==> config.mk <==
export PLATFORM = sky130hd
export DESIGN_NAME = seg_desc_cache
export DESIGN_NICKNAME = d
export VERILOG_FILES = /design/src/rtl/seg_pkg.sv /design/src/rtl/seg_mode_fsm.sv /design/src/rtl/seg_cache_regs.sv /design/src/rtl/seg_access_chk.sv /design/src/rtl/seg_desc_cache.sv
export SDC_FILE = /design/constraint.sdc
export NUM_CORES = 1
export LEC_CHECK = 0
export ABC_AREA = 1
export BUFFER_PORTS_ARGS = -buffer_cell sky130_fd_sc_hd__buf_2
export CORE_ASPECT_RATIO = 1.5
export CORE_MARGIN = 2
export CORE_UTILIZATION = 50
export DETAILED_ROUTE_END_ITERATION = 16
export PLACE_DENSITY = 0.92
export SYNTH_ARGS = -nofsm -noshare
export SYNTH_HDL_FRONTEND = slang
export SYNTH_HIERARCHICAL = 1
export SYNTH_SLANG_ARGS = --single-unit
export TNS_END_PERCENT = 30
==> constraint.sdc <==
create_clock -name clk -period 2.52 [get_ports clk]
set_input_delay 0.252 -clock clk [delete_from_list [all_inputs] [get_ports clk]]
set_output_delay 0.252 -clock clk [all_outputs]
set_load 0.005 [all_outputs]
==> src/rtl/seg_pkg.sv <==
package seg_pkg;
    typedef enum logic {
        ST_REAL = 1'b0,
        ST_PROT = 1'b1
    } seg_mode_e;

    typedef enum logic [1:0] {
        ACC_READ  = 2'd0,
        ACC_WRITE = 2'd1,
        ACC_EXEC  = 2'd2,
        ACC_RSVD  = 2'd3
    } seg_acc_e;

    localparam int FLG_W     = 4;
    localparam int FLG_PRES  = 0;
    localparam int FLG_CODE  = 1;
    localparam int FLG_READ  = 2;
    localparam int FLG_WRITE = 3;
    localparam logic [FLG_W-1:0] FLG_RESET = 4'hD;
endpackage

==> src/rtl/seg_mode_fsm.sv <==
module seg_mode_fsm
    import seg_pkg::*;
(
    input  logic clk,
    input  logic rst,
    input  logic prot_req,
    output logic in_prot
);
    seg_mode_e state_q, state_d;

    always_comb begin
        state_d = state_q;
        unique case (state_q)
            ST_REAL: if (prot_req)  state_d = ST_PROT;  // ENTER_PROT
            ST_PROT: if (!prot_req) state_d = ST_REAL;  // LEAVE_PROT
            default: state_d = ST_REAL;
        endcase
    end

    always_ff @(posedge clk) begin
        if (rst) state_q <= ST_REAL;
        else     state_q <= state_d;
    end

    always_comb in_prot = (state_q == ST_PROT);

    p_mode_follow_r2: assert property (@(posedge clk) disable iff (rst)
        !rst |=> in_prot == $past(prot_req));
endmodule

==> src/rtl/seg_cache_regs.sv <==
module seg_cache_regs
    import seg_pkg::*;
#(
    parameter int SEL_W   = 16,
    parameter int ADDR_W  = 32,
    parameter int SHIFT   = 4,
    parameter logic [ADDR_W-1:0] RST_LIMIT = 32'h0000_FFFF
) (
    input  logic              clk,
    input  logic              rst,
    input  logic              in_prot,
    input  logic              ld_valid,
    input  logic [SEL_W-1:0]  ld_sel,
    input  logic [ADDR_W-1:0] ld_base,
    input  logic [ADDR_W-1:0] ld_limit,
    input  logic [FLG_W-1:0]  ld_flags,
    output logic [SEL_W-1:0]  sel_q,
    output logic [ADDR_W-1:0] base_q,
    output logic [ADDR_W-1:0] limit_q,
    output logic [FLG_W-1:0]  flags_q
);
    localparam int PAD_W = ADDR_W - SEL_W - SHIFT;

    logic [ADDR_W-1:0] real_base;
    always_comb real_base = {{PAD_W{1'b0}}, ld_sel, {SHIFT{1'b0}}};

    always_ff @(posedge clk) begin
        if (rst) begin
            sel_q   <= '0;
            base_q  <= '0;
            limit_q <= RST_LIMIT;
            flags_q <= FLG_RESET;
        end else if (ld_valid) begin
            sel_q <= ld_sel;
            if (in_prot) begin
                base_q  <= ld_base;
                limit_q <= ld_limit;
                flags_q <= ld_flags;
            end else begin
                base_q  <= real_base;
            end
        end
    end

    p_reset_vals_r1: assert property (@(posedge clk)
        rst |=> (sel_q == '0 && base_q == '0 && limit_q == RST_LIMIT && flags_q == FLG_RESET));
    p_real_base_r3: assert property (@(posedge clk) disable iff (rst)
        (ld_valid && !in_prot) |=> (sel_q == $past(ld_sel)) &&
            (base_q == ({{PAD_W{1'b0}}, $past(ld_sel)} << SHIFT)));
    p_real_keep_r4: assert property (@(posedge clk) disable iff (rst)
        (ld_valid && !in_prot) |=> ($stable(limit_q) && $stable(flags_q)));
    p_prot_load_r5: assert property (@(posedge clk) disable iff (rst)
        (ld_valid && in_prot) |=> (base_q == $past(ld_base) && limit_q == $past(ld_limit) &&
            flags_q == $past(ld_flags) && sel_q == $past(ld_sel)));
    p_hold_r12: assert property (@(posedge clk) disable iff (rst)
        !ld_valid |=> ($stable(sel_q) && $stable(base_q) && $stable(limit_q) && $stable(flags_q)));
endmodule

==> src/rtl/seg_access_chk.sv <==
module seg_access_chk
    import seg_pkg::*;
#(
    parameter int ADDR_W      = 32,
    parameter bit IS_CODE_REG = 1'b1
) (
    input  logic              clk,
    input  logic              rst,
    input  logic              in_prot,
    input  logic [ADDR_W-1:0] base,
    input  logic [ADDR_W-1:0] limit,
    input  logic [FLG_W-1:0]  flags,
    input  logic [ADDR_W-1:0] off,
    input  logic [1:0]        kind,
    output logic [ADDR_W-1:0] lin_addr,
    output logic              fault
);
    logic over_limit, perm_bad, write_bad;
    logic is_code, readable, writable, present;

    always_comb begin
        is_code  = flags[FLG_CODE];
        readable = flags[FLG_READ];
        writable = flags[FLG_WRITE];
        present  = flags[FLG_PRES];
    end

    generate
        if (IS_CODE_REG) begin : g_code_reg
            // protected: never writable; real: always writable
            always_comb write_bad = in_prot;
        end else begin : g_data_reg
            always_comb write_bad = is_code || !writable;
        end
    endgenerate

    always_comb begin
        perm_bad = 1'b0;
        unique case (seg_acc_e'(kind))
            ACC_READ:  perm_bad = is_code && !readable;
            ACC_WRITE: perm_bad = write_bad;
            ACC_EXEC:  perm_bad = in_prot && !is_code;
            ACC_RSVD:  perm_bad = 1'b1;
            default:   perm_bad = 1'b1;
        endcase
    end

    always_comb begin
        over_limit = off > limit;
        lin_addr   = base + off;
        fault      = over_limit || perm_bad || !present;
    end

    p_limit_fault_r7: assert property (@(posedge clk) disable iff (rst)
        (off > limit) |-> fault);
    p_rsvd_fault_r11: assert property (@(posedge clk) disable iff (rst)
        (kind == 2'd3) |-> fault);
    generate
        if (IS_CODE_REG) begin : g_cs_assert
            p_cs_nowrite_r8: assert property (@(posedge clk) disable iff (rst)
                (in_prot && kind == 2'd1) |-> fault);
        end
    endgenerate
endmodule

==> src/rtl/seg_desc_cache.sv <==
module seg_desc_cache
    import seg_pkg::*;
#(
    parameter int SEL_W       = 16,
    parameter int ADDR_W      = 32,
    parameter int SHIFT       = 4,
    parameter bit IS_CODE_REG = 1'b1
) (
    input  logic              clk,
    input  logic              rst,
    input  logic              prot_mode_i,
    input  logic              ld_valid_i,
    input  logic [SEL_W-1:0]  ld_sel_i,
    input  logic [ADDR_W-1:0] ld_base_i,
    input  logic [ADDR_W-1:0] ld_limit_i,
    input  logic [3:0]        ld_flags_i,
    input  logic [ADDR_W-1:0] chk_off_i,
    input  logic [1:0]        chk_kind_i,
    output logic [SEL_W-1:0]  sel_o,
    output logic [ADDR_W-1:0] base_o,
    output logic [ADDR_W-1:0] limit_o,
    output logic [3:0]        flags_o,
    output logic              mode_prot_o,
    output logic [ADDR_W-1:0] lin_addr_o,
    output logic              fault_o
);
    localparam logic [ADDR_W-1:0] RST_LIMIT = ADDR_W'((64'd1 << (SEL_W)) - 64'd1);

    logic in_prot;

    seg_mode_fsm u_fsm (
        .clk      (clk),
        .rst      (rst),
        .prot_req (prot_mode_i),
        .in_prot  (in_prot)
    );

    seg_cache_regs #(
        .SEL_W     (SEL_W),
        .ADDR_W    (ADDR_W),
        .SHIFT     (SHIFT),
        .RST_LIMIT (RST_LIMIT)
    ) u_regs (
        .clk      (clk),
        .rst      (rst),
        .in_prot  (in_prot),
        .ld_valid (ld_valid_i),
        .ld_sel   (ld_sel_i),
        .ld_base  (ld_base_i),
        .ld_limit (ld_limit_i),
        .ld_flags (ld_flags_i),
        .sel_q    (sel_o),
        .base_q   (base_o),
        .limit_q  (limit_o),
        .flags_q  (flags_o)
    );

    seg_access_chk #(
        .ADDR_W      (ADDR_W),
        .IS_CODE_REG (IS_CODE_REG)
    ) u_chk (
        .clk      (clk),
        .rst      (rst),
        .in_prot  (in_prot),
        .base     (base_o),
        .limit    (limit_o),
        .flags    (flags_o),
        .off      (chk_off_i),
        .kind     (chk_kind_i),
        .lin_addr (lin_addr_o),
        .fault    (fault_o)
    );

    always_comb mode_prot_o = in_prot;
endmodule

==> out/qor.yml, run 1 <==
synth:
  netlist_area_um2: 6140
  ys_seq_area_frac: 0.277
  syn_area_per_cell_um2: 6.32
  synth_seq_cells: 85
  yosys-top-cells-area: "dfxtp_1 (28%), nand2_1 (18%), ha_1 (13%)"
  yosysTopAreaCellShare: 0.277
  ys_types: 30
  synthCells: 972
  ys_warn_count: 6
  yosysTopAreaCell: "dfxtp_1"
  syn-num-nets: 1158
power_and_ir_drop:
  seq_power_share: 0.364
  switchingPower_mw: 1.25
  ir_drop_mv: 0.409
  clkPwrFrac: 0.375
  power_density_nw_per_um2: 512
  p_leak_nw: 4.39
  combPwrFrac: 0.262
  internal_power_mw: 2.83
  switching_share: 0.306
global_route:
  grt-ovfl-total: 0
  grt_max_degree: 49
  grt_pass1_wl_mm: 32.1
  grt_antenna_before_repair: 0
  grt.total_usage: 0.309
  grt_pass1_vias: 6913
finish:
  n_antenna_cell: 0
  layout.nets: 1389
  n_fill_cell: 1127
  syn2layout_area_growth_pct: 29.6
  fin_util: 0.662
  instances_no_fill: 1360
  final_area_um2: 7960
  layout-drive-gt1-share: 0.273
sta:
  hold_viol: 0
  relSlewSlack: 0.476
  clock.fmax_mhz: 412
  tightest_slew_ns: 0.781
  finalSetupViolations: 0
  grt_setup_unrepaired: "yes"
  period_share: 0.963
  slew_violations: 0
  fin_crit_ns: 2.43
  finClkSkew_ns: 0.00590
critical_path:
  critical_path_class: "reg2out"
  critPathMaxFanout: 6
  crit_arrival_ns: 2.18
  reg2reg_slack_ns: 0.80
  endpoint_kind: "primary output"
  crit_path_start: "u_regs/base_q[20]$_SDFFE_PP0P_"
  r2r_cells: 6
  timing.rr.end: "u_regs/base_q[21]$_SDFFE_PP0P_"
  cp.required_ns: 2.27
  cp-start-kind: "register"
  r2r-start: "u_fsm/in_prot$_SDFF_PP0_"
floorplan:
  core-area_um2: 12000
  io_pins: 240
  die_h_um: 140
  die-area_um2: 13200
  initial_utilization: 0.511
  die-width_um: 94.5
  rows: 49
detailed_routing:
  viasPerCell: 5.25
  dr.pass1.iters: 5
  wire_per_inst_um: 15.2
  via_count: 7140
  ant_nets: 0
  drcViolationCount: 0
  drt-initial-drc-count: 364
  routed_wl_mm: 20.6
worst_hold_path:
  min_path_cells: 3
  min_from: "ld_flags_i[0]"
  hold_end: "u_regs/flags_q[0]$_SDFFE_PP1P_"
  hold_class: "in2reg"
placed_design:
  dp_hpwl_mm: 16.4
  place_congestion: 0.942
  dp_cells: 1343
  io_buffers: 239
  placed_area_um2: 7420
clock_network:
  cts.sinks: 85
  clkLatencyLatePin_ns: 0.34
  numCtsBuffers: 9
  holdBufCountCts: 0
  clockRootBuffer: "clkbuf_16"
  h-tree-depth: 3
  clk_path_buf_depth: 2
  cts_tree: "done"
  clk_pin_slew_ns: 0.07
run:
  maxCapViolations: 0
outcome:
  status: "finished clean"
[layout by cell type, fill, tap and decap left out, types with 14 or more instances in the layout]
cell type and count:
dfxtp_1 83, a21oi_1 74, nand2_2 18, ha_1 48
nand3_1 44, inv_1 116, buf_2 239, o21ai_0 79
xor2_1 14, nor2_1 105, nor2_2 18, nand2_1 285
[how the worst max path moves through the flow]
| stage | slack (ns) | endpoint | cells after the start |
|---|---|---|---|
| floorplan | 0.63 | lin_addr_o[30] | 12 |
| global placement | 0.35 | lin_addr_o[26] | 14 |
| detailed placement | 0.26 | lin_addr_o[26] | 14 |
| CTS | 0.01 | lin_addr_o[26] | 13 |
| global route | -0.04 | lin_addr_o[29] | 10 |
| finish | 0.09 | lin_addr_o[29] | 10 |
[logic make-up after synthesis]
family | count (synthesis) | share of synthesized area
xor gates and xnor gates | 15 | 0.0214
DFF | 85 | 0.277
and+or+nand+nor | 491 | 0.327
buffers and inverters | 147 | 0.101
adders and majority gates | 64 | 0.132
AOI/OAI and AO/OA | 170 | 0.142
[cell usage after synthesis (all sizes together)]
cell type and instances:
fa 1, ha 63, nor4 1, clkbuf 13, a21o 2, o21bai 4
clkinv 1, buf 15, nand4 9, o21a 1, nor3 8, a21oi 83
nor2 123, nor3b 1, dfxtp 85, xnor2 1, inv 118, nand3 45
nand2 304, xor2 14, o21ai 80
[area by class of cell]
type                            count  area, um^2  area share
Tap cell                          153         191      0.0241
Inverter                          119         449      0.0565
Clock buffer                       10         229      0.0288
Multi-Input combinational cell    740        4000       0.503
Timing Repair Buffer              248        1280       0.160
Clock inverter                      5         108      0.0135
Sequential cell                    85        1700       0.214
[sequential cells by signal, summed over array words and instances, names as in the netlist]
signal	flops
u_regs/sel_q	16
u_regs/flags_q	4
u_regs/limit_q	32
u_fsm/in_prot	1
u_regs/base_q	32
[per-stage QoR]
stage               hold WS [ns]  TNS (ns)  setup slack [ns]  total power [mW]
global placement           0.448         0             0.352              2.50
floorplan                  0.319         0             0.634              2.08
detailed placement         0.455         0             0.263              2.51
global route               0.106   -0.0363           -0.0363              4.28
CTS                       0.0943         0            0.0119              4.04
finish                     0.105         0            0.0922              4.07
[metal layers]
layer | wire, um | track usage | vias up
met5 | 0 | 0 | -
met4 | 1050 | 0.182 | 0
met3 | 1170 | 0.0504 | 66
met2 | 10700 | 0.559 | 261
met1 | 7710 | 0.330 | 3244
li1 | - | - | 3569
[critical path: stages (launching register included)]
cell and delay [ns]:
dfxtp_1 0.41, ha_2 0.36, a21oi_1 0.19, inv_1 0.09
nor2_1 0.12, o21ai_0 0.12, a21oi_1 0.22, nand2_1 0.09
nand2_1 0.06, nand2_1 0.05, buf_2 0.12
[power by group through the flow]
stage	logic (mW)	registers, mW	clock network [mW]
after floorplan	0.582	1.50	0
after global placement	0.992	1.50	0
after detailed placement	1.01	1.50	0
after CTS	1.02	1.48	1.55
after global routing	1.19	1.49	1.61
final	1.07	1.48	1.53
[repair_timing]
| action | 4_1_cts | 5_1_grt |
|---|---|---|
| setup endpoints to repair | 5 | 19 |
| pin swaps | 0 | 2 |
| buffers inserted | 0 | 2 |
| endpoints found under the hold margin | 0 | 0 |
| resized for setup | 1 | 42 |
(Power assumes the default switching activity.)
==> inputs of run 2 (changes only) <==
--- a/config.mk
+++ b/config.mk
@@ -6,12 +6,13 @@
 export NUM_CORES = 1
 export LEC_CHECK = 0
 export ABC_AREA = 1
-export BUFFER_PORTS_ARGS = -buffer_cell sky130_fd_sc_hd__buf_2
+export BUFFER_PORTS_ARGS = -buffer_cell sky130_fd_sc_hd__clkbuf_2
 export CORE_ASPECT_RATIO = 1.5
 export CORE_MARGIN = 2
 export CORE_UTILIZATION = 50
 export DETAILED_ROUTE_END_ITERATION = 16
 export PLACE_DENSITY = 0.92
+export RECOVER_POWER = 100
 export SYNTH_ARGS = -nofsm -noshare
 export SYNTH_HDL_FRONTEND = slang
 export SYNTH_HIERARCHICAL = 1
==> out/qor.yml, run 2 (synthesis results as in run 1) <==
detailed_routing:
  viasPerCell: 5.24
  via_count: 7111
  wire_per_inst_um: 15.1
  ant_nets: 0
  drcViolationCount: 0
  dr.pass1.iters: 5
  routed_wl_mm: 20.5
  drt-initial-drc-count: 380
finish:
  layout-drive-gt1-share: 0.220
  multi_input_area_um2: 3980
  final_area_um2: 7760
  layout_commonest_cell: "nand2_1"
  instances_no_fill: 1357
  top_regs: "u_regs/base_q: 32 flops, u_regs/limit_q: 32 flops, u_regs/sel_q: 16 flops"
  n_fill_cell: 1129
  layout.area.seq_um2: 1710
  n_antenna_cell: 0
  syn2layout_area_growth_pct: 26.4
  final_cell_mix: "nand2_1 (287), clkbuf_2 (188), inv_1 (117), nor2_1 (107), dfxtp_1 (81)"
  layout.nets: 1385
floorplan:
  core-area_um2: 12000
  die-width_um: 94.5
  initial_utilization: 0.511
  die_h_um: 140
  io_pins: 240
  die-area_um2: 13200
  rows: 49
critical_path:
  endpoint: "lin_addr_o[14]"
  r2r-start: "u_fsm/in_prot$_SDFF_PP0_"
  critical_path_class: "reg2out"
  crit_arrival_ns: 2.16
  endpoint_kind: "primary output"
  cp.required_ns: 2.27
  critPathMaxFanout: 3
  timing.rr.end: "u_regs/base_q[19]$_SDFFE_PP0P_"
  cp-start-kind: "register"
  r2r_cells: 4
  crit_path_start: "u_regs/base_q[0]$_SDFFE_PP0P_"
  reg2reg_slack_ns: 0.90
placed_design:
  placed_area_um2: 7390
  io_buffers: 239
  place_congestion: 0.953
  dp_hpwl_mm: 16.2
  dp_cells: 1340
sta:
  slew_violations: 49
  hold_viol: 0
  clock.fmax_mhz: 414
  fin_crit_ns: 2.42
  finalSetupViolations: 0
  relSlewSlack: -0.109
  period_share: 0.959
  finClkSkew_ns: 0.00674
  tightest_slew_ns: 1.66
clock_network:
  numCtsBuffers: 9
  clkLatencyLatePin_ns: 0.34
  clockRootBuffer: "clkbuf_16"
  clk_path_buf_depth: 2
  holdBufCountCts: 0
  cts_tree: "done"
  h-tree-depth: 3
  clk_pin_slew_ns: 0.07
  cts.sinks: 85
power_and_ir_drop:
  ir_drop_mv: 0.383
  power_density_nw_per_um2: 488
  p_leak_nw: 4.17
worst_hold_path:
  min_path_cells: 3
  hold_class: "in2reg"
run:
  maxCapViolations: 1
global_route:
  grt_pass1_vias: 6737
  grt_max_degree: 63
  grt.total_usage: 0.301
  grt_pass1_wl_mm: 31.7
  grt_antenna_before_repair: 0
  grt-ovfl-total: 0
outcome:
  status: "finished with violations"
  violations: "capacitance limit, slew limit"
run 2: layer usage:
metal  vias up  GRT usage  share of wire
met5         -          0              0
met4         0      0.151          0.050
met3        72     0.0401          0.059
li1       3567          -              -
met1      3172      0.337           0.37
met2       300      0.545           0.52
run 2: worst min-delay path by stage:
stage / start / to / slack (ns)
2_1_floorplan: rst / u_fsm/in_prot$_SDFF_PP0_ / 0.32
3_3_place_gp: u_regs/sel_q[15]$_SDFFE_PP0P_ / u_regs/sel_q[15]$_SDFFE_PP0P_ / 0.45
3_5_place_dp: ld_limit_i[10] / u_regs/limit_q[10]$_SDFFE_PP1P_ / 0.46
4_1_cts: ld_flags_i[2] / u_regs/flags_q[2]$_SDFFE_PP1P_ / 0.10
5_1_grt: ld_flags_i[2] / u_regs/flags_q[2]$_SDFFE_PP1P_ / 0.11
6_report: ld_flags_i[3] / u_regs/flags_q[3]$_SDFFE_PP1P_ / 0.11
run 2: worst max-delay path, cell delays in order (launching register included):
cell	delay, ns
dfxtp_2	0.34
ha_4	0.18
fa_2	0.39
nand3_1	0.10
nand2_2	0.08
nand3_1	0.10
nand2_2	0.08
nand2_1	0.08
nand2_2	0.09
xor2_1	0.23
clkbuf_2	0.16
run 2: cell type report:
type	instances	area share
clock buffer	10	0.0295
clock inverter	6	0.00629
inverter	119	0.0576
multi-input combinational	740	0.513
sequential	85	0.220
tap	153	0.0247
timing repair buffer	244	0.149
run 2: repair_timing:
item / CTS / global route
gates resized for setup: 2 / 36
hold endpoints to repair: 0 / 0
setup endpoints to repair: 6 / 20
setup buffers: 0 / 1
pin swaps: 0 / 1
run 2: metrics by stage:
| stage | hold WS (ns) | setup WS (ns) | setup TNS [ns] | utilization | total power, mW |
|---|---|---|---|---|---|
| final | 0.113 | 0.104 | 0 | 0.646 | 3.79 |
| after global placement | 0.449 | 0.342 | 0 | 0.615 | 2.49 |
| after detailed placement | 0.456 | 0.268 | 0 | 0.615 | 2.51 |
| after global routing | 0.106 | -0.00479 | -0.00479 | 0.646 | 3.99 |
| after CTS | 0.103 | 0.00823 | 0 | 0.639 | 3.77 |
| after floorplan | 0.319 | 0.634 | 0 | - | 2.08 |
run 2: report_power, final:
part           switching, mW  leakage (nW)  total [mW]  internal (mW)
sequential            0.0675         0.700        1.49           1.42
clock                  0.578         0.131        1.26          0.677
combinational          0.625          3.34        1.04          0.420
==> inputs of run 3 (changes only) <==
--- a/config.mk
+++ b/config.mk
@@ -5,7 +5,6 @@
 export SDC_FILE = /design/constraint.sdc
 export NUM_CORES = 1
 export LEC_CHECK = 0
-export ABC_AREA = 1
 export BUFFER_PORTS_ARGS = -buffer_cell sky130_fd_sc_hd__clkbuf_2
 export CORE_ASPECT_RATIO = 1.5
 export CORE_MARGIN = 2
==> out/qor.yml, run 3 <==
worst_hold_path:
  min_from: "prot_mode_i"
  min_path_cells: 2
  hold_end: "u_fsm/in_prot$_SDFF_PP0_"
  hold_class: "in2reg"
critical_path:
  r2r_cells: 3
  cp.required_ns: 2.27
  critical_path_class: "reg2out"
  cp-start-kind: "register"
  reg2reg_slack_ns: 0.49
  critPathMaxFanout: 2
  timing.rr.end: "u_regs/base_q[16]$_SDFFE_PP0P_"
  crit_arrival_ns: 2.94
  r2r-start: "u_fsm/in_prot$_SDFF_PP0_"
  endpoint_kind: "primary output"
synth:
  synth_commonest_cells: "dfxtp_1 (85), a21oi_1 (63), ha_1 (63), nor2_1 (47), inv_1 (39)"
  yosys.cell_count.top_type: "dfxtp_1"
  synth_seq_cells: 85
  ys_seq_area_frac: 0.283
  ys.flop_type: "dfxtp_1"
  async_reset_ff_frac: 0
  ys_types: 54
  syn-num-nets: 878
  synthCells: 692
  yosysTopAreaCellShare: 0.283
  synth_edf_count: 0
  netlist_area_um2: 6010
  yosys-top-cells-area: "dfxtp_1 (28%), ha_1 (13%), mux2i_1 (5.3%)"
  ys_warn_count: 6
  syn_area_per_cell_um2: 8.68
  yosysTopAreaCell: "dfxtp_1"
sta:
  fin_crit_ns: 3.20
  finClkSkew_ns: 0.0121
  slew_violations: 49
  setup_slack_ns: -0.677
  setup_tns_ns: -9.39
  relSlewSlack: -0.485
  clock.fmax_mhz: 313
  tightest_slew_ns: 2.23
  hold_viol: 0
  grt_setup_unrepaired: "yes"
  hold_slack_ns: 0.117
  period_share: 1.27
  finalSetupViolations: 26
power_and_ir_drop:
  p_leak_nw: 4.25
  combPwrFrac: 0.309
  power_density_nw_per_um2: 479
  ir_drop_mv: 0.452
  switching_share: 0.333
  switchingPower_mw: 1.35
  clkPwrFrac: 0.331
  seq_power_share: 0.361
  internal_power_mw: 2.71
  finalPower_mw: 4.06
clock_network:
  holdBufCountCts: 0
  clockRootBuffer: "clkbuf_16"
  numCtsBuffers: 9
  clk_path_buf_depth: 2
  cts_tree: "done"
  clk_pin_slew_ns: 0.08
  h-tree-depth: 3
  clkLatencyLatePin_ns: 0.35
  cts.sinks: 85
global_route:
  grt_antenna_before_repair: 0
  grt-ovfl-total: 0
  grt_max_degree: 66
  grt.total_usage: 0.320
  grt_pass1_wl_mm: 32.7
  grt_pass1_vias: 6739
detailed_routing:
  routed_wl_mm: 21.7
  viasPerCell: 5.75
  ant_nets: 0
  wire_per_inst_um: 18.5
  via_count: 6738
  drcViolationCount: 0
  dr.pass1.iters: 5
  drt-initial-drc-count: 360
finish:
  multi_input_area_um2: 4110
  layout_commonest_cell: "clkbuf_2"
  layout.nets: 1200
  layout-drive-gt1-share: 0.377
  layout.area.seq_um2: 1710
  fin_util: 0.716
  n_antenna_cell: 0
  n_fill_cell: 928
  final_area_um2: 8470
  top_regs: "u_regs/base_q: 32 flops, u_regs/limit_q: 32 flops, u_regs/sel_q: 16 flops"
  instances_no_fill: 1172
  final_cell_mix: "clkbuf_2 (191), buf_4 (102), dfxtp_1 (83), ha_1 (57), a21oi_1 (55)"
  syn2layout_area_growth_pct: 41.1
placed_design:
  dpl_worst_slack_ns: -0.382
  dp_cells: 1150
  io_buffers: 239
  place_congestion: 0.942
  dp_hpwl_mm: 16.6
  placed_area_um2: 7970
floorplan:
  initial_utilization: 0.508
  core-area_um2: 11800
  die-width_um: 93.5
  io_pins: 240
  die_h_um: 138
  die-area_um2: 12900
  rows: 49
outcome:
  violations: "capacitance limit, slew limit, setup timing"
  status: "finished with violations"
run:
  maxCapViolations: 1
-- run 3: changes by cell type after synthesis, sizes merged, moves of 16 or more --
cell    before  now
inv        118   39
nand2b       0   19
a21o         2   22
nand2      304   31
xnor2        1   19
and3         0   24
o21ai       80   22
mux2i        0   32
buf         15   31
a211o        0   19
a211oi       0   19
nor2       123   47
a21bo        0   17
-- run 3: kinds of logic after synthesis --
logic type / share of synthesized area
adders and majority gates: 0.135
xor gates and xnor gates: 0.0437
DFF: 0.283
AOI/OAI and AO/OA: 0.261
and+or+nand+nor: 0.152
buffers and inverters: 0.0716
muxes: 0.0533
-- run 3: how the worst max path moves through the flow --
stage / start / to / slack (ns) / depth (start not counted)
finish: u_regs/base_q[0]$_SDFFE_PP0P_ / lin_addr_o[30] / -0.68 / 10
global route: u_regs/base_q[0]$_SDFFE_PP0P_ / lin_addr_o[30] / -0.75 / 10
CTS: u_regs/base_q[0]$_SDFFE_PP0P_ / lin_addr_o[30] / -0.66 / 10
detailed placement: chk_off_i[0] / lin_addr_o[30] / -0.38 / 11
global placement: chk_off_i[0] / lin_addr_o[30] / -0.40 / 11
floorplan: u_regs/base_q[0]$_SDFFE_PP0P_ / lin_addr_o[30] / -0.05 / 9
-- run 3: power by group through the flow --
stage | sequential (mW) | clock, mW | combinational [mW]
4_1_cts | 1.46 | 1.36 | 1.21
6_report | 1.46 | 1.34 | 1.25
3_5_place_dp | 1.49 | 0 | 1.16
5_1_grt | 1.47 | 1.41 | 1.35
2_1_floorplan | 1.49 | 0 | 0.591
3_3_place_gp | 1.49 | 0 | 1.14
-- run 3: layout make-up --
type | instances | area share
Sequential cell | 85 | 0.201
Clock inverter | 7 | 0.00886
Clock buffer | 9 | 0.0266
Multi-Input combinational cell | 525 | 0.485
Timing Repair Buffer | 354 | 0.239
Inverter | 39 | 0.0173
Tap cell | 153 | 0.0226
-- run 3: worst max-delay path: stages, from the launching register on --
cell and delay [ns]:
dfxtp_2 0.34, ha_4 0.16, fa_2 0.33, a21o_1 0.19, a221o_2 0.38, a41oi_2 0.20
nand2_1 0.10, a32o_2 0.26, a2111oi_4 0.33, xnor2_1 0.16, buf_2 0.14
-- run 3: routing by layer --
| layer | vias up | part of all wire | global-route usage |
|---|---|---|---|
| met5 | - | 0 | 0 |
| met4 | 0 | 0.056 | 0.177 |
| met3 | 88 | 0.062 | 0.0545 |
| met2 | 338 | 0.53 | 0.597 |
| met1 | 3149 | 0.36 | 0.327 |
| li1 | 3163 | - | - |
-- run 3: what timing repair did --
| item | 4_1_cts | 5_1_grt |
|---|---|---|
| setup buffers | 4 | 2 |
| resized for setup | 23 | 28 |
| endpoints found under the setup margin | 25 | 28 |
| cloned | 0 | 0 |
| pin swaps | 12 | 2 |
